$ cat src/rtl/adc_ctrl_pkg.sv
package adc_ctrl_pkg;

  typedef enum logic [2:0] {
    ST_IDLE,
    ST_WAKE,
    ST_CONV,
    ST_BUSY,
    ST_READ
  } seq_state_e;

endpackage

$ cat src/rtl/adc_busy_sync.sv
module adc_busy_sync #(
  parameter int STAGES = 2
) (
  input  logic clk,
  input  logic rst_n,
  input  logic busy_async,
  output logic busy_sync
);

  logic [STAGES-1:0] stage_q;

  for (genvar g = 0; g < STAGES; g++) begin : g_stage
    logic stage_d;
    if (g == 0) begin : g_first
      assign stage_d = busy_async;
    end else begin : g_next
      assign stage_d = stage_q[g-1];
    end
    always_ff @(posedge clk or negedge rst_n) begin
      if (!rst_n) stage_q[g] <= 1'b0;
      else        stage_q[g] <= stage_d;
    end
  end

  assign busy_sync = stage_q[STAGES-1];

endmodule

$ cat src/rtl/adc_ovr_counter.sv
module adc_ovr_counter #(
  parameter int W = 8
) (
  input  logic         clk,
  input  logic         rst_n,
  input  logic         hit,
  output logic [W-1:0] count
);

  localparam logic [W-1:0] CNT_MAX = '1;

  logic [W-1:0] cnt_q, cnt_d;
  logic         cnt_en;

  always_comb begin
    cnt_en = hit && (cnt_q != CNT_MAX);
    cnt_d  = cnt_q + W'(1);
  end

  always_ff @(posedge clk or negedge rst_n) begin
    if (!rst_n)      cnt_q <= '0;
    else if (cnt_en) cnt_q <= cnt_d;
  end

  assign count = cnt_q;

  assert_ovr_hold_R9: assert property (@(posedge clk) disable iff (!rst_n)
    !hit |=> $stable(cnt_q));

  assert_ovr_sat_R9: assert property (@(posedge clk) disable iff (!rst_n)
    (cnt_q == CNT_MAX) |=> (cnt_q == CNT_MAX));

endmodule

$ cat src/rtl/adc_seq_fsm.sv
module adc_seq_fsm
  import adc_ctrl_pkg::*;
#(
  parameter int DATA_W       = 12,
  parameter int CONV_LOW_CYC = 4,
  parameter int WAKE_CYC     = 250,
  parameter int RD_DLY       = 2,
  parameter int RISE_LIMIT   = 6,
  parameter int TIMEOUT      = 72
) (
  input  logic              clk,
  input  logic              rst_n,
  input  logic              req,
  input  logic              pd_en,
  input  logic              busy_s,
  input  logic [DATA_W-1:0] bus_data,
  output logic              convst,
  output logic              strobe_n,
  output logic              valid,
  output logic [DATA_W-1:0] data,
  output logic              err,
  output logic              req_ignored
);

  localparam int LIM_A  = (WAKE_CYC > TIMEOUT) ? WAKE_CYC : TIMEOUT;
  localparam int LIM_B  = (RISE_LIMIT > RD_DLY) ? RISE_LIMIT : RD_DLY;
  localparam int LIM    = (LIM_A > LIM_B) ? LIM_A : LIM_B;
  localparam int CNT_W  = $clog2(LIM + 1);
  localparam int PCNT_W = $clog2(CONV_LOW_CYC + 1);

  localparam logic [CNT_W-1:0]  WAKE_LAST = CNT_W'(WAKE_CYC - 1);
  localparam logic [CNT_W-1:0]  RISE_LAST = CNT_W'(RISE_LIMIT - 1);
  localparam logic [CNT_W-1:0]  TMO_LAST  = CNT_W'(TIMEOUT - 1);
  localparam logic [CNT_W-1:0]  RD_LAST   = CNT_W'(RD_DLY - 1);
  localparam logic [PCNT_W-1:0] LOW_LAST  = PCNT_W'(CONV_LOW_CYC - 1);
  localparam logic [PCNT_W-1:0] LOW_FULL  = PCNT_W'(CONV_LOW_CYC);

  seq_state_e        st_q, st_d;
  logic [CNT_W-1:0]  cnt_q, cnt_d;
  logic [PCNT_W-1:0] pcnt_q, pcnt_d;
  logic              pd_q, pd_d;
  logic              asleep_q, asleep_d;
  logic              convst_q, convst_d;
  logic              strobe_q, strobe_d;
  logic              valid_q, valid_d;
  logic              err_q, err_d;
  logic [DATA_W-1:0] data_q, data_d;
  logic              data_en;
  logic              pulse_level;

  // level of conversion-start while a conversion is under way
  assign pulse_level = pd_q ? 1'b0 : (pcnt_q >= LOW_LAST);

  always_comb begin
    st_d     = st_q;
    cnt_d    = cnt_q;
    pcnt_d   = (pcnt_q == LOW_FULL) ? pcnt_q : pcnt_q + PCNT_W'(1);
    pd_d     = pd_q;
    asleep_d = asleep_q;
    convst_d = convst_q;
    strobe_d = 1'b1;
    valid_d  = 1'b0;
    err_d    = 1'b0;
    data_en  = 1'b0;
    data_d   = bus_data;
    unique case (st_q)
      ST_IDLE: begin
        convst_d = !asleep_q;
        if (req) begin
          pd_d  = pd_en;
          cnt_d = '0;
          if (asleep_q) begin
            st_d     = ST_WAKE;
            convst_d = 1'b1;
          end else begin
            st_d     = ST_CONV;
            convst_d = 1'b0;
            pcnt_d   = '0;
          end
        end
      end
      ST_WAKE: begin
        convst_d = 1'b1;
        if (cnt_q == WAKE_LAST) begin
          st_d     = ST_CONV;
          convst_d = 1'b0;
          cnt_d    = '0;
          pcnt_d   = '0;
          asleep_d = 1'b0;
        end else begin
          cnt_d = cnt_q + CNT_W'(1);
        end
      end
      ST_CONV: begin
        convst_d = pulse_level;
        if (busy_s) begin
          st_d  = ST_BUSY;
          cnt_d = '0;
        end else if (cnt_q == RISE_LAST) begin
          st_d     = ST_IDLE;
          err_d    = 1'b1;
          convst_d = 1'b1;
        end else begin
          cnt_d = cnt_q + CNT_W'(1);
        end
      end
      ST_BUSY: begin
        convst_d = pulse_level;
        if (!busy_s) begin
          st_d     = ST_READ;
          strobe_d = 1'b0;
          cnt_d    = '0;
        end else if (cnt_q == TMO_LAST) begin
          st_d     = ST_IDLE;
          err_d    = 1'b1;
          convst_d = 1'b1;
        end else begin
          cnt_d = cnt_q + CNT_W'(1);
        end
      end
      ST_READ: begin
        convst_d = pulse_level;
        if (cnt_q == RD_LAST) begin
          st_d     = ST_IDLE;
          data_en  = 1'b1;
          valid_d  = 1'b1;
          asleep_d = pd_q;
          convst_d = !pd_q;
        end else begin
          strobe_d = 1'b0;
          cnt_d    = cnt_q + CNT_W'(1);
        end
      end
      default: begin
        st_d     = ST_IDLE;
        convst_d = 1'b1;
        asleep_d = 1'b0;
      end
    endcase
  end

  always_ff @(posedge clk or negedge rst_n) begin
    if (!rst_n) begin
      st_q     <= ST_IDLE;
      cnt_q    <= '0;
      pcnt_q   <= '0;
      pd_q     <= 1'b0;
      asleep_q <= 1'b0;
      convst_q <= 1'b1;
      strobe_q <= 1'b1;
      valid_q  <= 1'b0;
      err_q    <= 1'b0;
    end else begin
      st_q     <= st_d;
      cnt_q    <= cnt_d;
      pcnt_q   <= pcnt_d;
      pd_q     <= pd_d;
      asleep_q <= asleep_d;
      convst_q <= convst_d;
      strobe_q <= strobe_d;
      valid_q  <= valid_d;
      err_q    <= err_d;
    end
  end

  always_ff @(posedge clk or negedge rst_n) begin
    if (!rst_n)       data_q <= '0;
    else if (data_en) data_q <= data_d;
  end

  assign convst      = convst_q;
  assign strobe_n    = strobe_q;
  assign valid       = valid_q;
  assign data        = data_q;
  assign err         = err_q;
  assign req_ignored = req && (st_q != ST_IDLE);

  // consecutive low cycles of conversion-start, for the width check
  logic [PCNT_W-1:0] low_run_q;
  always_ff @(posedge clk or negedge rst_n) begin
    if (!rst_n)             low_run_q <= '0;
    else if (convst_q)      low_run_q <= '0;
    else if (low_run_q != LOW_FULL) low_run_q <= low_run_q + PCNT_W'(1);
  end

  assert_convst_width_R2: assert property (@(posedge clk) disable iff (!rst_n)
    ($rose(convst_q) && !err_q) |-> (low_run_q == LOW_FULL));

  assert_strobe_after_busy_R3: assert property (@(posedge clk) disable iff (!rst_n)
    $fell(strobe_q) |-> !$past(busy_s));

  assert_capture_in_window_R4: assert property (@(posedge clk) disable iff (!rst_n)
    valid_q |-> !$past(strobe_q));

  assert_valid_single_R5: assert property (@(posedge clk) disable iff (!rst_n)
    valid_q |=> !valid_q);

  assert_sleep_hold_R6: assert property (@(posedge clk) disable iff (!rst_n)
    (valid_q && pd_q) |-> !convst_q);

  assert_err_release_R7: assert property (@(posedge clk) disable iff (!rst_n)
    err_q |-> (convst_q && strobe_q && !valid_q));

endmodule

$ cat src/rtl/adc_conv_ctrl.sv
module adc_conv_ctrl #(
  parameter int DATA_W         = 12,
  parameter int CONV_CLK_DIV   = 4,
  parameter int CONV_LOW_CYC   = 4,
  parameter int WAKE_CYC       = 250,
  parameter int RD_DLY         = 2,
  parameter int SYNC_STAGES    = 2,
  parameter int TIMEOUT_MARGIN = 16,
  parameter int OVR_W          = 8
) (
  input  logic              clk,
  input  logic              rst_n,
  input  logic              sample_req,
  input  logic              pwr_down_en,
  input  logic              adc_busy,
  input  logic [DATA_W-1:0] adc_data,
  output logic              adc_convst,
  output logic              adc_cs_n,
  output logic              adc_rd_n,
  output logic              smp_valid,
  output logic [DATA_W-1:0] smp_data,
  output logic              err_pulse,
  output logic [OVR_W-1:0]  overrun_cnt
);

  // converter clocks per conversion: data bits plus two
  localparam int CONV_CYCLES = DATA_W + 2;
  localparam int TIMEOUT     = CONV_CYCLES * CONV_CLK_DIV + TIMEOUT_MARGIN;
  localparam int RISE_LIMIT  = 4 + SYNC_STAGES;

  logic busy_s;
  logic strobe_n;
  logic req_ignored;

  adc_busy_sync #(
    .STAGES (SYNC_STAGES)
  ) u_sync (
    .clk        (clk),
    .rst_n      (rst_n),
    .busy_async (adc_busy),
    .busy_sync  (busy_s)
  );

  adc_seq_fsm #(
    .DATA_W       (DATA_W),
    .CONV_LOW_CYC (CONV_LOW_CYC),
    .WAKE_CYC     (WAKE_CYC),
    .RD_DLY       (RD_DLY),
    .RISE_LIMIT   (RISE_LIMIT),
    .TIMEOUT      (TIMEOUT)
  ) u_fsm (
    .clk         (clk),
    .rst_n       (rst_n),
    .req         (sample_req),
    .pd_en       (pwr_down_en),
    .busy_s      (busy_s),
    .bus_data    (adc_data),
    .convst      (adc_convst),
    .strobe_n    (strobe_n),
    .valid       (smp_valid),
    .data        (smp_data),
    .err         (err_pulse),
    .req_ignored (req_ignored)
  );

  adc_ovr_counter #(
    .W (OVR_W)
  ) u_ovr (
    .clk   (clk),
    .rst_n (rst_n),
    .hit   (req_ignored),
    .count (overrun_cnt)
  );

  assign adc_cs_n = strobe_n;
  assign adc_rd_n = strobe_n;

endmodule

$ cat config.mk
export PLATFORM = sky130hd
export DESIGN_NAME = adc_conv_ctrl
export DESIGN_NICKNAME = d
export VERILOG_FILES = /design/src/rtl/adc_ctrl_pkg.sv /design/src/rtl/adc_busy_sync.sv /design/src/rtl/adc_ovr_counter.sv /design/src/rtl/adc_seq_fsm.sv /design/src/rtl/adc_conv_ctrl.sv
export SDC_FILE = /design/constraint.sdc
export NUM_CORES = 1
export LEC_CHECK = 0
export CAP_MARGIN = 10
export CORE_MARGIN = 2
export CORE_UTILIZATION = 31
export CTS_BUF_LIST = sky130_fd_sc_hd__clkbuf_16
export DETAILED_ROUTE_END_ITERATION = 16
export DONT_BUFFER_PORTS = 1
export PLACE_DENSITY_LB_ADDON = 0.05
export SKIP_CTS_REPAIR_TIMING = 1
export SYNTH_ARGS = -nofsm -noshare
export SYNTH_HDL_FRONTEND = slang
export SYNTH_SLANG_ARGS = --single-unit
$ cat constraint.sdc
create_clock -name clk -period 3 [get_ports clk]
set_input_delay 0.3 -clock clk [delete_from_list [all_inputs] [get_ports clk]]
set_output_delay 0.3 -clock clk [all_outputs]
set_load 0.02 [all_outputs]
After elaboration in Yosys (flattened, before gate mapping)

Index checks and enable logic that the tools add are counted.

$add $sub $neg: 3
$lt $le $gt $ge: 1
Eq/ne operators: 18
Multiplexer cells: 44
Bitwise gates (word level): 1
Reductions and logical operators: 12

Operators with widths:

| kind                                                 | count |
|---|---|
| 2-to-1 mux 8 bit                                     | 7 |
| one-hot mux 8 bit (5 select lines)                   | 1 |
| 2-to-1 mux 3 bit                                     | 11 |
| 2-to-1 mux 1 bit                                     | 18 |
| adder 8 x 1 -> 8 bit (second input constant)         | 2 |
| one-hot mux 3 bit (5 select lines)                   | 1 |
| AND reduction 5 bit                                  | 2 |
| equality test 8 x 1 -> 1 bit (second input constant) | 1 |
| equality test 8 x 3 -> 1 bit (second input constant) | 1 |
| equality test 8 x 7 -> 1 bit (second input constant) | 1 |
| equality test 8 bit (second input constant)          | 1 |
| != test 8 bit (second input constant)                | 1 |
| equality test 3 x 2 -> 1 bit (second input constant) | 2 |
| equality test 3 bit (second input constant)          | 2 |
| != test 3 x 2 -> 1 bit (second input constant)       | 2 |
| != test 3 bit (second input constant)                | 2 |
| one-hot mux 3 bit (2 select lines)                   | 1 |
| one-hot mux 1 bit (5 select lines)                   | 1 |
| nonzero test 5 bit                                   | 1 |
| != test 2 x 1 -> 1 bit (second input constant)       | 2 |
| != test 2 bit (second input constant)                | 2 |
| one-hot mux 1 bit (2 select lines)                   | 2 |
| adder 3 x 1 -> 3 bit (second input constant)         | 1 |
| equality test 3 x 1 -> 1 bit (second input constant) | 1 |
| 11 further kinds                                     | 13 |

Bits in registers: 42
Input port bits: 17
Output and inout bits: 25

Depth between registers and ports, before layout

Gate-level depths: netlist (run 1).

Depth in word-level cells: 5
Mapped depth: 8

By module

Synthesis (run 1) repeated with hierarchy kept, for this count alone.

Cells, all modules: 197
Area total of the unflattened synthesis: 2190.9 um2

By module, submodules not included:

| module          | times used | cells an instance | area an instance (um2) | sequential area each (um2) |
|---|---|---|---|---|
| adc_seq_fsm     | 1          | 160               | 1725.4                 | 803.3 |
| adc_ovr_counter | 1          | 34                | 407.9                  | 200.2 |
| adc_busy_sync   | 1          | 2                 | 50.0                   | 50.0 |
| adc_conv_ctrl   | 1          | 1                 | 7.5                    | 0.0 |

Worst setup path before layout (run 1)

OpenSTA, ideal clock, no wires.

Kind: register to register
Start point: register u_fsm.cnt_q[0]
End point: register u_fsm.cnt_q[3]
Data arrival time: 1.797 ns
Required time: 2.905 ns
Slack: 1.108 ns
Cell stages (with the launch flop): 8
Clock period less this slack: 1.892 ns
Cells stage by stage: dfrtp_1 ha_1 nor2b_1 a32o_1 a22o_4 buf_6 nand2b_4 o31ai_1

Cells in the longest elaborated chain, start to end: 4

RTL lines:

| what                                       | RTL line                              | text |
|---|---|---|
| from (decl)                                | adc_seq_fsm.sv:39                     | `logic [CNT_W-1:0] cnt_q, cnt_d;` |
| from (signal assigned)                     | adc_seq_fsm.sv:155                    | `cnt_q <= cnt_d;` |
| adder 8 x 1 -> 8 bit                       | n/a                                   |  |
| 2-to-1 mux 8 bit, on equally long branches | adc_seq_fsm.sv:113, adc_seq_fsm.sv:99 |  |
| 2-to-1 mux 8 bit, on equally long branches | adc_seq_fsm.sv:109, adc_seq_fsm.sv:96 |  |
| one-hot mux 8 bit (5 select lines)         | adc_seq_fsm.sv:66                     | `unique case (st_q)` |

Several ways; a longest one is shown, not always the timed one. The select of a mux whose other input is x is not followed.
A chain may end at the register's enable or synchronous reset.

Worst setup path after layout (run 1)

Start point: register u_fsm.cnt_q[3]
End point: register u_fsm.data_q[0] (netlist: u_fsm.data[0])

Cells in the longest elaborated chain, start to end: 3

RTL lines:

| what                         | RTL line           | text |
|---|---|---|
| equality test 8 x 1 -> 1 bit | adc_seq_fsm.sv:123 | `if (cnt_q == RD_LAST) begin` |
| 2-to-1 mux 1 bit             | adc_seq_fsm.sv:123 |  |
| 2-to-1 mux 1 bit             | adc_seq_fsm.sv:66  |  |
| to (signal assigned)         | adc_seq_fsm.sv:168 | `else if (data_en) data_q <= data_d;` |
| to (decl)                    | adc_seq_fsm.sv:47  | `logic [DATA_W-1:0] data_q, data_d;` |

No other way between the ends.

==> load_flow_metrics.sql, run 1 <==
INSERT INTO impl_metrics (metric_group, metric, value, unit) VALUES
('synthesis', 'async_reset_ff_share', '100', '%'),
('synthesis', 'synth.yosys.seq_area_share', '50.0', '%'),
('worst_setup_path', 'worstPathMaxFanout', '14', ''),
('die', 'die-height', '86.4', 'um'),
('timing', 'period_needed', '2.06', 'ns'),
('timing', 'report.final.setup_viol', '0', ''),
('worst_setup_path', 'setup_crit_path_kind', 'reg2reg', ''),
('die', 'die-width', '86.4', 'um'),
('cells_and_area', 'top_library_cells_by_usage_in_the_layout_fill_and_taps_aside', 'dfrtp_1 (40), inv_1 (13), nand2_1 (12)', ''),
('clocking', 'clock_latency', '0.28', 'ns'),
('synthesis', 'synth_cells', '192', ''),
('worst_setup_path', 'crit_required', '3.17', 'ns'),
('clocking', 'cts-root-to-sink-buffers', '2', ''),
('routing', 'dr_total_vias', '1424', ''),
('die', 'ios', '42', ''),
('global_routing', 'first_global_vias', '1451', ''),
('synthesis', 'post_synth_num_cell_types', '47', ''),
('worst_setup_path', 'r2r_start', 'u_fsm.cnt_q[3]', ''),
('outcome', 'outcome', 'finished, final reports clean', ''),
('routing', 'routed_via_density', '5.18', ''),
('hold_path', 'holdCritStartpoint', 'adc_busy', ''),
('timing', 'hold_viol', '0', ''),
('timing', 'grt_setup_unrepaired', 'false', ''),
('synthesis', 'syn_nets', '215', ''),
('die', 'fp.dieArea', '7470', 'um^2'),
('routing', 'route.antenna.remaining_nets', '0', ''),
('synthesis', 'synth_area_per_cell', '11.0', 'um^2'),
('die', 'floorplan.core_area', '6680', 'um^2'),
('clocking', 'clk_pin_slew_worst_paths', '0.06', 'ns'),
('die', 'num_rows', '30', ''),
('global_routing', 'grt_antenna_before_repair', '0', ''),
('cells_and_area', 'final_nets', '217', ''),
('synthesis', 'ys_dominant_reg_cell', 'dfrtp_1', ''),
('global_routing', 'grt_pass1_wl', '7130', 'um'),
('global_routing', 'global_route.usage.total', '12.2', '%'),
('place', 'numPortBuffers', '0', ''),
('place', 'routabilityCongestion', '0.809', ''),
('die', 'initial_utilization', '31.5', '%'),
('clocking', 'root_buffer', 'clkbuf_16', ''),
('timing', 'post-route-period-util', '68.7', '%'),
('routing', 'drt-total-wl', '4340', 'um'),
('timing', 'fmax', '0.485', 'GHz'),
('worst_setup_path', 'critical_path.startpoint_type', 'register', ''),
('timing', 'clock_skew', '0.00460', 'ns'),
('clocking', 'tritoncts.num_buffers', '5', ''),
('worst_setup_path', 'critPathLaunch', 'u_fsm.cnt_q[3]', ''),
('pwr', 'p_total', '2.52', 'mW'),
('worst_setup_path', 'cp-end-kind', 'register', ''),
('global_routing', 'grt_overflow_total', '0', ''),
('pwr', 'vdd_ir_drop_max', '319', 'uV'),
('routing', 'detail_route.drc_violations', '0', ''),
('clocking', 'cts.sink_count', '42', ''),
('clocking', 'level_count_of_the_clock_h_tree', '2', ''),
('cells_and_area', 'syn2layout_area_growth', '12.3', '%'),
('cells_and_area', 'final_util', '35.4', '%'),
('cells_and_area', 'antenna_cells_inserted', '0', ''),
('cells_and_area', 'layout.cells.most_common', 'dfrtp_1', ''),
('routing', 'drt_first_pass_iters', '4', ''),
('timing', 'slew_headroom', '58.7', '%'),
('synthesis', 'syn-cell-area', '2110', 'um^2'),
('synthesis', 'ys_seq_elements', '42', ''),
('place', 'hpwl_after_dpl', '3090', 'um'),
('synthesis', 'yosys_warnings', '0', ''),
('timing', 'final_max_slew_viol_count', '0', ''),
('timing', 'tns', '0', 'ns'),
('clocking', 'tritoncts', 'yes', ''),
('worst_setup_path', 'worstPathArrival', '2.23', 'ns'),
('global_routing', 'pin_count_of_the_biggest_net_entering_global_routing', '43', ''),
('routing', 'dr.first_iter.drc_count', '60', ''),
('routing', 'wl_per_cell', '15.8', 'um'),
('pwr', 'cellPowerDensity', '1060', 'nW/um^2'),
('hold_path', 'hold_path.class', 'in2reg', ''),
('timing', 'worstMarginPinSlew', '0.612', 'ns'),
('cells_and_area', 'post_route_cells_drive_above_1_share', '13.3', '%'),
('flow_run', 'timing.max_cap.violations', '0', ''),
('pwr', 'p_leak', '1.02', 'nW'),
('synthesis', 'synth-edff-count', '0', '');
==> cells by family after synthesis <==
kind of cell	count (synthesis)	synth area share [%]
flip-flops	42	50.0
AO/OA/AOI/OAI	41	13.8
AND/OR/NAND/NOR	59	16.2
adder cells (fa/ha/maj)	6	3.56
buffers and inverters	20	4.58
XOR/XNOR	9	3.74
multiplexers	15	8.02
==> metrics by stage <==
stage,worst slack [ns],hold WS (ns),instances,area (um^2)
detailed placement,0.926,0.00557,265,2160
finish,0.939,0.0452,275,2360
floorplan,1.11,0.00441,192,2110
global placement,0.970,0.00561,265,2160
global route,0.762,0.0358,275,2360
CTS,0.917,-0.301,273,2330
==> synth_stat cells, drive strengths merged, types with 2 or more instances <==
library cell / number / area (um^2)
and3: 3 / 18.8
nor3: 4 / 20.0
o31ai: 5 / 42.5
o21ai: 12 / 60.1
xor2: 2 / 17.5
buf: 5 / 40.0
nor3b: 4 / 35.0
nor2b: 2 / 12.5
inv: 13 / 48.8
clkbuf: 2 / 7.51
or3: 2 / 12.5
nand2: 12 / 45.0
nor4: 3 / 18.8
dfstp: 2 / 52.6
nor2: 6 / 22.5
nand2b: 4 / 32.5
mux2: 15 / 169
a22o: 2 / 26.3
nand3: 10 / 55.1
dfrtp: 40 / 1000
ha: 6 / 75.1
xnor2: 7 / 61.3
a21oi: 10 / 50.1
o22ai: 2 / 12.5
nand4: 4 / 25.0
a21o: 3 / 22.5
==> critical path, stage by stage (launching register included) <==
cell and delay [ns]:
dfrtp_1 0.45, or4_4 0.60, nor2_1 0.13, nand3_2 0.33
mux2_1 0.44
==> worst paths after layout <==
kind,slack (ns),to,cells after the start
hold / removal,0.05,u_sync.g_stage[1].stage_d,0
max in group asynchronous,2.21,u_fsm.strobe_n,2
hold reg to reg,0.35,u_sync.busy_sync,0
min in group asynchronous,0.53,u_fsm.st_q[1],2
setup / recovery,0.94,u_fsm.data[0],4
setup reg to reg,0.94,u_fsm.data[0],4
==> sequential cells by signal, summed over array words and instances, names as in the netlist, 3 cells and up <==
signal / count
u_fsm.cnt_q: 8
u_fsm.st_q: 3
u_fsm.data: 12
u_fsm.pcnt_q: 3
u_ovr.count: 8
==> layer usage <==
metal  vias up  share of wire, %  GRT usage [%]
met5         -                 0              0
met4         0               1.7           4.69
met3         7               4.1           3.14
met2        33                48           20.2
met1       691                47           15.2
li1        693                 -              -
==> report_power, final <==
group	internal [mW]	switching, mW	total, mW
combinational	0.340	0.365	0.706
sequential	0.783	0.409	1.19
clock	0.394	0.224	0.618
total	1.52	0.998	2.52
==> layout make-up <==
cell class	count	area [um^2]
timing repair buffer	2	37.5
clock inverter	3	43.8
inverter	13	48.8
fill	680	4320
tap	80	100
clock buffer	5	125
sequential	42	1050
multi-input combinational	130	956
Power figures use the tool's default switching activity.
==> inputs of run 2 (changes only) <==
Clock period 3 ns to 1.86 ns, I/O delays scaled along.
==> run 2 against run 1 <==
The run now ends with setup timing left. Die area unchanged. Sequential share of layout area decreased by 4.9 points. Clock power increased by 83%. Combinational power increased by 130%. Critical path depth increased by 3. Register-to-register slack got worse by 0.95 ns. Critical endpoint is now u_fsm.cnt_q[3].
==> load_flow_metrics.sql, run 2 (synthesis results as in run 1) <==
INSERT INTO impl_metrics (metric_group, metric, value, unit) VALUES
('routing', 'routed_via_density', '5.10', ''),
('clocking', 'clock_latency', '0.28', 'ns'),
('pwr', 'vdd_ir_drop_max', '557', 'uV'),
('routing', 'detail_route.drc_violations', '0', ''),
('routing', 'drt-total-wl', '4580', 'um'),
('die', 'ios', '42', ''),
('worst_setup_path', 'critical_path.startpoint_type', 'register', ''),
('die', 'num_rows', '30', ''),
('global_routing', 'grt_antenna_before_repair', '0', ''),
('cells_and_area', 'final_nets', '247', ''),
('outcome', 'outcome', 'complete, but fails checks', ''),
('timing', 'slew_headroom', '62.7', '%'),
('timing', 'period_needed', '1.87', 'ns'),
('timing', 'clock_skew', '0.00353', 'ns'),
('routing', 'dr_total_vias', '1556', ''),
('clocking', 'level_count_of_the_clock_h_tree', '2', ''),
('worst_setup_path', 'critical_path_buf_inv_count', '1', ''),
('timing', 'grt_setup_unrepaired', 'true', ''),
('routing', 'wl_per_cell', '15.0', 'um'),
('cells_and_area', 'number_of_flip_flops_under_the_largest_register_name', '12', ''),
('worst_setup_path', 'cp-end-kind', 'register', ''),
('global_routing', 'global_route.usage.total', '13.1', '%'),
('clocking', 'tritoncts', 'yes', ''),
('clocking', 'cts-root-to-sink-buffers', '2', ''),
('flow_run', 'timing.max_cap.violations', '0', ''),
('place', 'hpwl_after_dpl', '3340', 'um'),
('clocking', 'root_buffer', 'clkbuf_16', ''),
('worst_setup_path', 'critPathMaxStageDelay', '0.39', 'ns'),
('outcome', 'failed_checks', 'setup timing', ''),
('clocking', 'clk_pin_slew_worst_paths', '0.06', 'ns'),
('cells_and_area', 'layout.cells.most_common', 'dfrtp_1', ''),
('place', 'routabilityCongestion', '0.932', ''),
('global_routing', 'grt_overflow_total', '0', ''),
('cells_and_area', 'syn2layout_area_growth', '26.2', '%'),
('clocking', 'cts.sink_count', '42', ''),
('timing', 'timing.final.ws_setup', '-0.00850', 'ns'),
('worst_setup_path', 'critPathTopFamily', 'compound AO/OA/AOI/OAI gates', ''),
('cells_and_area', 'antenna_cells_inserted', '0', ''),
('routing', 'drt_first_pass_iters', '4', ''),
('pwr', 'p_total', '4.49', 'mW'),
('die', 'floorplan.core_area', '6680', 'um^2'),
('die', 'die-height', '86.4', 'um'),
('pwr', 'p_leak', '1.20', 'nW'),
('timing', 'post-route-period-util', '100', '%'),
('die', 'fp.dieArea', '7470', 'um^2'),
('worst_setup_path', 'cell_type_of_the_slowest_stage_on_the_worst_timing_path', 'dfrtp_1', ''),
('hold_path', 'hold_path.class', 'in2reg', ''),
('timing', 'fmax', '0.535', 'GHz'),
('cells_and_area', 'post_route_cells_drive_above_1_share', '28.4', '%'),
('routing', 'route.antenna.remaining_nets', '0', ''),
('worst_setup_path', 'worstPathMaxFanout', '10', ''),
('worst_setup_path', 'setup_crit_path_kind', 'reg2reg', ''),
('pwr', 'cellPowerDensity', '1690', 'nW/um^2'),
('worst_setup_path', 'crit_required', '2.05', 'ns'),
('timing', 'hold_viol', '0', ''),
('die', 'initial_utilization', '31.5', '%'),
('worst_setup_path', 'timing.critical_path.cells', 'inv_1 -> ha_2 -> nor2b_1 -> a32o_2 -> a22o_4 -> nand2b_4 -> o31ai_2', ''),
('routing', 'dr.first_iter.drc_count', '76', ''),
('timing', 'report.final.setup_viol', '1', ''),
('die', 'die-width', '86.4', 'um'),
('timing', 'worstMarginPinSlew', '0.556', 'ns'),
('cells_and_area', 'top_library_cells_by_usage_in_the_layout_fill_and_taps_aside', 'dfrtp_1 (40), buf_4 (28), inv_1 (13)', ''),
('global_routing', 'pin_count_of_the_biggest_net_entering_global_routing', '43', ''),
('cells_and_area', 'post_layout_nonfiller_instances', '305', ''),
('global_routing', 'first_global_vias', '1571', ''),
('worst_setup_path', 'worstPathArrival', '2.06', 'ns'),
('timing', 'final_max_slew_viol_count', '0', ''),
('clocking', 'tritoncts.num_buffers', '5', ''),
('place', 'numPortBuffers', '0', ''),
('global_routing', 'grt_pass1_wl', '7600', 'um'),
('place', 'dp.cells', '291', '');
-- run 2: cell count changes in the layout (fill, tap and decap cells not counted), sizes merged --
cell         previous run  this run
buf                     1        30
bufinv                  1         2
dlygate4sd3             1         2
inv                    14        13
-- run 2: power by group --
part           leakage [nW]  switching [mW]  internal, mW
clock network        0.0940           0.359         0.771
registers             0.525           0.503          1.26
logic                 0.579           0.815         0.783
total                  1.20            1.68          2.82
-- run 2: path summary, 6_finish.rpt --
path                                           startpoint                to  slack [ns]  cells past startpoint
worst min register to register  u_sync.g_stage[1].stage_d  u_sync.busy_sync        0.35                      0
worst max register to register             u_fsm.cnt_q[1]    u_fsm.cnt_q[3]      -0.008                      7
min in group asynchronous                           rst_n       u_fsm.valid        0.40                      2
max in group asynchronous                           rst_n      u_fsm.convst        1.21                      2
worst min-delay path                          adc_data[6]     u_fsm.data[6]        0.03                      1
worst max-delay path                       u_fsm.cnt_q[1]    u_fsm.cnt_q[3]      -0.008                      7
-- run 2: final cells by class --
type / count / area, um^2
fillers: 642 / 4020
flip-flops and latches: 42 / 1050
multi-input cells: 130 / 983
repair buffers: 32 / 278
clock buffers: 5 / 125
well taps: 80 / 100
clock inverters: 3 / 68.8
inverters: 13 / 48.8
-- run 2: through the flow --
step	setup TNS (ns)	worst slack, ns	hold WS [ns]	instance area, um^2	util, %
after floorplan	0	0.00116	-0.110	2110	-
after global placement	0	0.0300	-0.109	2370	35.5
after detailed placement	-0.0285	-0.0235	-0.109	2370	35.5
after CTS	-0.0736	-0.0352	-0.416	2560	38.4
after global routing	-0.286	-0.0803	0.0233	2660	39.8
final	-0.00850	-0.00850	0.0312	2660	39.8
-- run 2: worst register-to-register path, stage by stage (launching register included) --
cell and delay (ns):
dfrtp_1 0.39, inv_1 0.06, ha_2 0.19, nor2b_1 0.15, a32o_2 0.30, a22o_4 0.30, nand2b_4 0.18, o31ai_2 0.21
-- run 2: layer usage --
metal,GRT usage [%],up-vias,share of wire (%)
met5,0,-,0
met4,4.69,0,1.9
met3,4.38,7,5.3
met2,22.9,43,49
met1,14.9,751,44
li1,-,755,-
==> inputs of run 3 (changes only) <==
Settings changed: ABC_AREA set to 1.
Clock period 1.86 ns to 2.07 ns, I/O delays scaled along.
==> run 3 against run 2 <==
The flow now finishes without violations. Largest power group unchanged. Worst setup slack improved by 0.39 ns. Via count grew 17%. Largest cell class is now multi-input combinational cells. Die area is 13% higher. Final cell count increased by 31%.
==> load_flow_metrics.sql, run 3 <==
INSERT INTO impl_metrics (metric_group, metric, value, unit) VALUES
('outcome', 'outcome', 'finished, final reports clean', ''),
('routing', 'drt-total-wl', '5000', 'um'),
('synthesis', 'synth.yosys.seq_area_share', '44.2', '%'),
('pwr', 'vdd_ir_drop_max', '452', 'uV'),
('pwr', 'p_total', '3.52', 'mW'),
('timing', 'tns', '0', 'ns'),
('synthesis', 'synth_cells', '293', ''),
('worst_setup_path', 'setup_crit_path_kind', 'reg2reg', ''),
('clocking', 'clock_latency', '0.28', 'ns'),
('place', 'numPortBuffers', '0', ''),
('worst_setup_path', 'worstPathArrival', '1.83', 'ns'),
('synthesis', 'synth_area_per_cell', '8.13', 'um^2'),
('clocking', 'cts-root-to-sink-buffers', '2', ''),
('timing', 'fmax', '0.593', 'GHz'),
('synthesis', 'syn-cell-area', '2380', 'um^2'),
('die', 'die-height', '91.7', 'um'),
('clocking', 'clk_pin_slew_worst_paths', '0.06', 'ns'),
('worst_setup_path', 'crit_required', '2.21', 'ns'),
('die', 'floorplan.core_area', '7330', 'um^2'),
('flow_run', 'timing.max_cap.violations', '0', ''),
('worst_setup_path', 'critPathMaxStageDelay', '0.42', 'ns'),
('synthesis', 'syn_nets', '316', ''),
('timing', 'post-route-period-util', '81.5', '%'),
('routing', 'routed_via_density', '4.56', ''),
('clocking', 'cts.sink_count', '42', ''),
('hold_path', 'min_delay_worst_endpoint', 'u_fsm.data[10]', ''),
('cells_and_area', 'final_nets', '323', ''),
('synthesis', 'synth_top_cell_area_share', '42.0', '%'),
('synthesis', 'synth-edff-count', '0', ''),
('die', 'ios', '42', ''),
('routing', 'detail_route.drc_violations', '0', ''),
('routing', 'wl_per_cell', '12.5', 'um'),
('synthesis', 'ys_dominant_reg_cell', 'dfrtp_1', ''),
('routing', 'dr_total_vias', '1824', ''),
('synthesis', 'synth.largest_area_cell', 'dfrtp_1', ''),
('global_routing', 'first_global_vias', '1751', ''),
('global_routing', 'grt_pass1_wl', '8620', 'um'),
('die', 'die-width', '91.7', 'um'),
('pwr', 'p_leak', '1.32', 'nW'),
('die', 'initial_utilization', '32.5', '%'),
('global_routing', 'grt_antenna_before_repair', '0', ''),
('cells_and_area', 'antenna_cells_inserted', '0', ''),
('routing', 'drt_first_pass_iters', '5', ''),
('synthesis', 'yosys_warnings', '0', ''),
('hold_path', 'hold_path.class', 'in2reg', ''),
('place', 'hpwl_after_dpl', '3650', 'um'),
('place', 'routabilityCongestion', '0.782', ''),
('synthesis', 'synth.most_common_cell', 'nand2_1', ''),
('synthesis', 'async_reset_ff_share', '100', '%'),
('worst_setup_path', 'critical_path.startpoint_type', 'register', ''),
('timing', 'report.final.setup_viol', '0', ''),
('worst_setup_path', 'worstPathMaxFanout', '5', ''),
('worst_setup_path', 'worstRegToRegCells', '9', ''),
('global_routing', 'pin_count_of_the_biggest_net_entering_global_routing', '43', ''),
('worst_setup_path', 'r2r_start', 'u_fsm.cnt_q[1]', ''),
('worst_setup_path', 'regToRegSetupSlack', '0.38', 'ns'),
('hold_path', 'holdCritStartpoint', 'adc_data[10]', ''),
('clocking', 'level_count_of_the_clock_h_tree', '2', ''),
('synthesis', 'synth.area.top_cells', 'dfrtp_1 (42%), nand2_1 (15%), nand3_1 (4.8%)', ''),
('worst_setup_path', 'r2r_end', 'u_fsm.pcnt_q[2]', ''),
('global_routing', 'global_route.usage.total', '12.9', '%'),
('die', 'num_rows', '31', ''),
('pwr', 'cellPowerDensity', '1320', 'nW/um^2'),
('clocking', 'tritoncts', 'yes', ''),
('worst_setup_path', 'cell_type_of_the_slowest_stage_on_the_worst_timing_path', 'dfrtp_1', ''),
('worst_setup_path', 'cp-end-kind', 'register', ''),
('routing', 'dr.first_iter.drc_count', '87', ''),
('cells_and_area', 'syn2layout_area_growth', '11.9', '%'),
('die', 'fp.dieArea', '8410', 'um^2'),
('timing', 'period_needed', '1.69', 'ns'),
('worst_setup_path', 'crit_top_cell', 'inv_1', ''),
('worst_setup_path', 'timing.critical_path.cells', 'inv_1 -> ha_1 -> inv_1 -> nor2_1 -> nand2_1 -> nand2_2 -> inv_2 -> nor3_1 -> a21oi_1', ''),
('routing', 'route.antenna.remaining_nets', '0', ''),
('hold_path', 'holdPathStages', '2', ''),
('synthesis', 'post_synth_num_cell_types', '31', ''),
('timing', 'final_max_slew_viol_count', '0', ''),
('cells_and_area', 'top_library_cells_by_usage_in_the_layout_fill_and_taps_aside', 'nand2_1 (98), dfrtp_1 (40), inv_1 (27)', ''),
('synthesis', 'synth_top_cells_by_count', 'nand2_1 (98), dfrtp_1 (40), inv_1 (26)', ''),
('timing', 'clock_skew', '0.00688', 'ns'),
('clocking', 'root_buffer', 'clkbuf_16', ''),
('timing', 'slew_headroom', '68.4', '%'),
('global_routing', 'grt_overflow_total', '0', ''),
('timing', 'grt_setup_unrepaired', 'false', ''),
('cells_and_area', 'post_route_cells_drive_above_1_share', '15.0', '%'),
('cells_and_area', 'number_of_flip_flops_under_the_largest_register_name', '12', ''),
('cells_and_area', 'layout.cells.most_common', 'nand2_1', ''),
('timing', 'worstMarginPinSlew', '0.471', 'ns'),
('timing', 'hold_viol', '0', ''),
('synthesis', 'ys_seq_elements', '42', ''),
('clocking', 'tritoncts.num_buffers', '5', '');
run 3: power by group:
group / total, mW / internal, mW / switching (mW)
clock network: 0.739 / 0.438 / 0.302
logic: 1.16 / 0.421 / 0.737
registers: 1.62 / 1.11 / 0.507
run 3: how the worst max path moves through the flow:
stage / to / depth (start not counted) / startpoint / slack, ns
after floorplan: u_ovr.count[2] / 6 / u_ovr.count[0] / 0.53
after global placement: u_ovr.count[2] / 6 / u_ovr.count[0] / 0.39
after detailed placement: u_ovr.count[2] / 6 / u_ovr.count[0] / 0.36
after CTS: u_ovr.count[2] / 7 / u_ovr.count[0] / 0.36
after global routing: u_fsm.pcnt_q[2] / 9 / u_fsm.cnt_q[1] / 0.17
final: u_fsm.pcnt_q[2] / 9 / u_fsm.cnt_q[1] / 0.38
run 3: kinds of logic after synthesis:
group	synth area share, %
mux	0.472
simple gates	35.4
flops	44.2
compound gates	6.46
buf+inv	6.67
fa+ha+maj	3.15
xor+xnor	3.67
run 3: worst max-delay path: cells and delay by family (launching register included):
kind | cells | cell delay, ns
and+or+nand+nor | 4 | 0.69
DFF | 1 | 0.42
adders and majority gates | 1 | 0.18
buffers and inverters | 3 | 0.17
AOI/OAI and AO/OA | 1 | 0.08
run 3: metrics by stage:
step                util, %  setup WS [ns]  cells  hold slack [ns]  instance area (um^2)
detailed placement     33.8          0.356    389          -0.0869                  2480
CTS                    35.7          0.356    397           -0.390                  2620
global placement       33.8          0.393    389          -0.0872                  2480
global route           36.4          0.167    400           0.0334                  2670
finish                 36.4          0.383    400           0.0334                  2670
floorplan                 -          0.527    293          -0.0886                  2380
run 3: final cells by class:
cell class / count / area [um^2]
timing repair buffer: 4 / 55.1
clock inverter: 3 / 13.8
multi-input combinational: 214 / 1170
inverter: 33 / 124
fill: 784 / 4660
tap: 99 / 124
clock buffer: 5 / 125
sequential: 42 / 1050
run 3: metal layers:
layer / vias to the layer above / track usage (%) / part of all wire [%]
met3: 2 / 4.27 / 5.5
met5: - / 0 / 0
met4: 0 / 3.03 / 0.44
li1: 940 / - / -
met1: 845 / 18.0 / 50
met2: 37 / 19.2 / 44
